### src/rtl/alu8_pkg.sv
package alu8_pkg;
  localparam int DW = 8;
  localparam int NW = DW / 2;

  typedef enum logic [3:0] {
    OP_ADD = 4'd0,  OP_ADC = 4'd1,  OP_SUB = 4'd2,  OP_SBC = 4'd3,
    OP_CP  = 4'd4,  OP_AND = 4'd5,  OP_OR  = 4'd6,  OP_XOR = 4'd7,
    OP_INC = 4'd8,  OP_DEC = 4'd9,  OP_CPL = 4'd10, OP_NEG = 4'd11,
    OP_DAA = 4'd12
  } alu_op_e;

  localparam int F_C  = 0;
  localparam int F_N  = 1;
  localparam int F_PV = 2;
  localparam int F_X  = 3;
  localparam int F_H  = 4;
  localparam int F_Y  = 5;
  localparam int F_Z  = 6;
  localparam int F_S  = 7;

  function automatic logic even_par(input logic [DW-1:0] v);
    return ~^v;
  endfunction
endpackage

### src/rtl/alu8_addsub.sv
module alu8_addsub #(
  parameter int DW = 8,
  localparam int NW = DW / 2
) (
  input  logic [DW-1:0] x_i,
  input  logic [DW-1:0] y_i,
  input  logic          sub_i,
  input  logic          ci_i,   // carry (add) or borrow (sub) in
  output logic [DW-1:0] sum_o,
  output logic          half_o,
  output logic          carry_o,
  output logic          ovf_o
);
  logic [DW-1:0] ye;
  logic          cie;
  logic [NW:0]   lo, hi;

  always_comb begin
    ye  = sub_i ? ~y_i : y_i;
    cie = sub_i ? ~ci_i : ci_i;
    lo  = {1'b0, x_i[NW-1:0]} + {1'b0, ye[NW-1:0]} + {{NW{1'b0}}, cie};
    hi  = {1'b0, x_i[DW-1:NW]} + {1'b0, ye[DW-1:NW]} + {{NW{1'b0}}, lo[NW]};
    sum_o   = {hi[NW-1:0], lo[NW-1:0]};
    half_o  = lo[NW] ^ sub_i;
    carry_o = hi[NW] ^ sub_i;
    ovf_o   = (x_i[DW-1] == ye[DW-1]) && (sum_o[DW-1] != x_i[DW-1]);
  end
endmodule

### src/rtl/alu8_logic.sv
module alu8_logic #(
  parameter int DW = 8
) (
  input  logic [1:0]    kind_i,  // 0 and, 1 or, 2 xor
  input  logic [DW-1:0] a_i,
  input  logic [DW-1:0] b_i,
  output logic [DW-1:0] res_o
);
  always_comb begin
    unique case (kind_i)
      2'd0:    res_o = a_i & b_i;
      2'd1:    res_o = a_i | b_i;
      default: res_o = a_i ^ b_i;
    endcase
  end
endmodule

### src/rtl/alu8_daa.sv
module alu8_daa #(
  parameter int DW = 8,
  localparam int NW = DW / 2
) (
  input  logic [DW-1:0] a_i,
  input  logic          c_i,
  input  logic          h_i,
  input  logic          n_i,
  output logic [DW-1:0] res_o,
  output logic          c_o,
  output logic          h_o
);
  logic          lo_big, fix_lo, fix_hi;
  logic [DW-1:0] corr;

  always_comb begin
    lo_big = a_i[NW-1:0] > NW'(9);
    fix_lo = h_i | lo_big;
    fix_hi = c_i | (a_i > DW'(8'h99));
    corr   = {(fix_hi ? NW'(6) : NW'(0)), (fix_lo ? NW'(6) : NW'(0))};
    res_o  = n_i ? (a_i - corr) : (a_i + corr);
    c_o    = fix_hi;
    h_o    = n_i ? (h_i & (a_i[NW-1:0] < NW'(6))) : lo_big;
  end
endmodule

### src/rtl/alu8_core.sv
module alu8_core
  import alu8_pkg::*;
(
  input  logic [3:0]    op_i,
  input  logic [DW-1:0] a_i,
  input  logic [DW-1:0] b_i,
  input  logic [DW-1:0] flags_i,
  output logic [DW-1:0] res_o,
  output logic [DW-1:0] flags_o,
  output logic          wr_o
);
  logic [DW-1:0] as_x, as_y, as_sum, lg_res, da_res;
  logic          as_sub, as_ci, as_half, as_carry, as_ovf, da_c, da_h;
  logic [1:0]    lg_kind;
  logic [DW-1:0] f;
  logic [DW-1:0] r;

  // adder operand selection
  always_comb begin
    as_x = a_i; as_y = b_i; as_sub = 1'b0; as_ci = 1'b0;
    case (op_i)
      OP_ADC: as_ci = flags_i[F_C];
      OP_SUB, OP_CP: as_sub = 1'b1;
      OP_SBC: begin as_sub = 1'b1; as_ci = flags_i[F_C]; end
      OP_INC: as_y = DW'(1);
      OP_DEC: begin as_y = DW'(1); as_sub = 1'b1; end
      OP_NEG: begin as_x = '0; as_y = a_i; as_sub = 1'b1; end
      default: ;
    endcase
  end

  alu8_addsub #(.DW(DW)) u_addsub (
    .x_i(as_x), .y_i(as_y), .sub_i(as_sub), .ci_i(as_ci),
    .sum_o(as_sum), .half_o(as_half), .carry_o(as_carry), .ovf_o(as_ovf)
  );

  assign lg_kind = (op_i == OP_AND) ? 2'd0 : (op_i == OP_OR) ? 2'd1 : 2'd2;

  alu8_logic #(.DW(DW)) u_logic (
    .kind_i(lg_kind), .a_i(a_i), .b_i(b_i), .res_o(lg_res)
  );

  alu8_daa #(.DW(DW)) u_daa (
    .a_i(a_i), .c_i(flags_i[F_C]), .h_i(flags_i[F_H]), .n_i(flags_i[F_N]),
    .res_o(da_res), .c_o(da_c), .h_o(da_h)
  );

  always_comb begin
    r    = a_i;
    f    = flags_i;
    wr_o = 1'b1;
    case (op_i)
      OP_ADD, OP_ADC, OP_SUB, OP_SBC, OP_CP, OP_INC, OP_DEC, OP_NEG: begin
        r       = as_sum;
        f[F_H]  = as_half;
        f[F_PV] = as_ovf;
        f[F_N]  = as_sub;
        f[F_C]  = (op_i == OP_INC || op_i == OP_DEC) ? flags_i[F_C] : as_carry;
        wr_o    = (op_i != OP_CP);
      end
      OP_AND, OP_OR, OP_XOR: begin
        r       = lg_res;
        f[F_H]  = (op_i == OP_AND);
        f[F_PV] = even_par(lg_res);
        f[F_N]  = 1'b0;
        f[F_C]  = 1'b0;
      end
      OP_CPL: begin
        r      = ~a_i;
        f[F_H] = 1'b1;
        f[F_N] = 1'b1;
      end
      OP_DAA: begin
        r       = da_res;
        f[F_H]  = da_h;
        f[F_PV] = even_par(da_res);
        f[F_C]  = da_c;
      end
      default: wr_o = 1'b0;
    endcase
    if (op_i <= OP_DAA) begin
      f[F_Y] = (op_i == OP_CP) ? b_i[5] : r[5];
      f[F_X] = (op_i == OP_CP) ? b_i[3] : r[3];
      if (op_i != OP_CPL) begin
        f[F_S] = r[DW-1];
        f[F_Z] = (r == '0);
      end
    end
  end

  assign res_o   = r;
  assign flags_o = f;
endmodule

### config.mk
export PLATFORM = sky130hd
export DESIGN_NAME = alu8_core
export DESIGN_NICKNAME = d
export VERILOG_FILES = /design/src/rtl/alu8_pkg.sv /design/src/rtl/alu8_addsub.sv /design/src/rtl/alu8_logic.sv /design/src/rtl/alu8_daa.sv /design/src/rtl/alu8_core.sv
export SDC_FILE = /design/constraint.sdc
export NUM_CORES = 1
export LEC_CHECK = 0
export ABC_AREA = 1
export BUFFER_PORTS_ARGS = -buffer_cell sky130_fd_sc_hd__buf_2
export CAP_MARGIN = 20
export CORE_MARGIN = 10
export CORE_UTILIZATION = 45
export DETAILED_ROUTE_END_ITERATION = 7
export GPL_TIMING_DRIVEN = 1
export PLACE_DENSITY = 0.67
export SYNTH_ARGS = -nofsm -noshare
export SYNTH_HDL_FRONTEND = slang
export SYNTH_SLANG_ARGS = --single-unit
export TNS_END_PERCENT = 100
### constraint.sdc
create_clock -name vclk -period 7.6
set_input_delay 0.76 -clock vclk [all_inputs]
set_output_delay 0.76 -clock vclk [all_outputs]
set_load 0.03 [all_outputs]
==> flow_summary.ini <==
[cells_and_area]
fillers = 595
layout_commonest_cell = nand2_1
seq_cells = 0
area_growth_pct = 12.4
final_nets = 581
diodes = 0
nClkBuffers = 0
layout_common_cells = nand2_1 (188), inv_1 (86), buf_2 (45)
drive_above_1_share_pct = 11.8
instances_no_fill = 586
seq_area_sq_um = 0

[routing]
drc_errors = 0
dr_total_vias = 2980
dr.pass1.iters = 5
ant_nets = 0
wire_per_inst_um = 13.5
viasPerCell = 5.09
drt_wl_total_um = 7900
drt_first_iter_violations = 117

[cts]
cts_setup_buffers = 0
ctsHoldBuffers = 0
cts_resized = 0

[die]
fp.dieArea_sq_um = 8680
die_h_um = 93.1
design.core.area_sq_um = 5140
initial_core_util_pct = 46.8
rows = 26
die_w_um = 93.1
io_pins = 45

[critical_path]
max_stage_delay_ns = 0.43
crit_top_cell = inv_1
cp-end-kind = output pin
path_delay_family = adder cells
crit_type = in -> out
crit_buf_inv = 10
worstSetupStartpointType = input pin
required_ns = 6.84
arrival_ns = 5.00
worstPathMaxFanout = 10
cp_slowest_cell = nor3_2

[global_routing]
grt_max_degree = 13
grt_pass1_vias = 2802
antenna_found_initial = 0
grt_overflow = 0
grt_pass1_wl_um = 13100
grt_use_total_pct = 17.7

[yosys]
syn_nets = 536
synth_fa_ha_area_share_pct = 19.4
syn_avg_cell_area_sq_um = 5.09
yosys_warnings = 0
yosys.area_share.simple_pct = 48.3
synth_area_sq_um = 2410
synth.distinct_cells = 33
muxShareOfSynthArea_pct = 0
synth_top_family_by_area = simple AND/OR/NAND/NOR gates
synth-compound-area-share_pct = 12.6
synth_xor_area_share_pct = 4.73
ys_seq_area_share_pct = 0
postSynthCellCount = 473

[outcome]
status = completed

[sta]
hold_violations = 0
timing.hold.ws_ns = 1.87
tightest_slew_ns = 0.824
period_share_pct = 75.7
setup_viol = 0
fin_crit_ns = 5.76
final_max_slew_viol_count = 0
fmaxAchievable_mhz = 174
relSlewSlack_pct = 44.9
rsz0062_at_grt = false
tns_ns = 0

[power]
vdd_drop_max_mv = 0.0577
p_total_mw = 0.320
powerDensity_nw_per_um2 = 118
static-leakage-power_nw = 1.72

[placement]
dp.cells = 586
dpl.hpwl_um = 6840
place_congestion = 0.920
port_buffers = 45

[hold_path]
hold_path.class = in -> out

[flow_run]
maxCapViolations = 0
==> cell type report <==
type | count | area [sq um] | share of cell area, %
multi-input cells | 380 | 2050 | 75.7
well taps | 70 | 87.6 | 3.24
repair buffers | 46 | 233 | 8.60
inverters | 90 | 338 | 12.5
==> report_power, final <==
group	switching [mW]	leakage (nW)	internal, mW
combinational	0.213	1.72	0.107
sequential	0	0	0
clock	0	0	0
==> routing by layer <==
| metal | vias to the layer above | GRT usage, % | routed length, um |
|---|---|---|---|
| met3 | 6 | 1.44 | 387 |
| met5 | - | 0 | 0 |
| met4 | 0 | 2.06 | 44 |
| li1 | 1570 | - | - |
| met1 | 1325 | 23.7 | 3820 |
| met2 | 79 | 30.7 | 3650 |
==> path summary, 6_finish.rpt <==
kind,start,end,slack (ns),cells past startpoint
min,flags_i[5],flags_o[5],1.87,4
max,op_i[3],flags_o[6],1.84,26
==> logic make-up after synthesis <==
group           after synthesis
simple gates                280
xor+xnor                     13
buf+inv                      93
fa+ha+maj                    35
compound gates               52
==> cells in the mapped netlist (all sizes together) <==
master | count | area [sq um]
a211oi | 1 | 7.51
a21o | 2 | 15.0
a21oi | 17 | 85.1
a22oi | 1 | 7.51
a31oi | 4 | 25.0
a41oi | 1 | 8.76
buf | 3 | 21.3
fa | 4 | 80.1
ha | 31 | 388
inv | 90 | 338
nand2 | 189 | 712
nand3 | 32 | 165
nand3b | 1 | 7.51
nand4 | 6 | 37.5
nor2 | 44 | 188
nor3 | 5 | 35.0
o2111ai | 1 | 8.76
o211ai | 2 | 15.0
o21ai | 13 | 65.1
o221ai | 1 | 8.76
o22ai | 9 | 56.3
or2 | 3 | 18.8
xnor2 | 3 | 26.3
xor2 | 10 | 87.6
==> stage by stage <==
step	setup slack, ns	area (sq um)	utilization, %
6_report	1.84	2710	52.7
5_1_grt	1.34	2710	52.7
4_1_cts	1.87	2710	52.7
3_5_place_dp	1.89	2710	52.7
3_3_place_gp	2.05	2710	52.7
2_1_floorplan	2.45	2410	-
No activity file was read; power rests on OpenSTA's default activity.
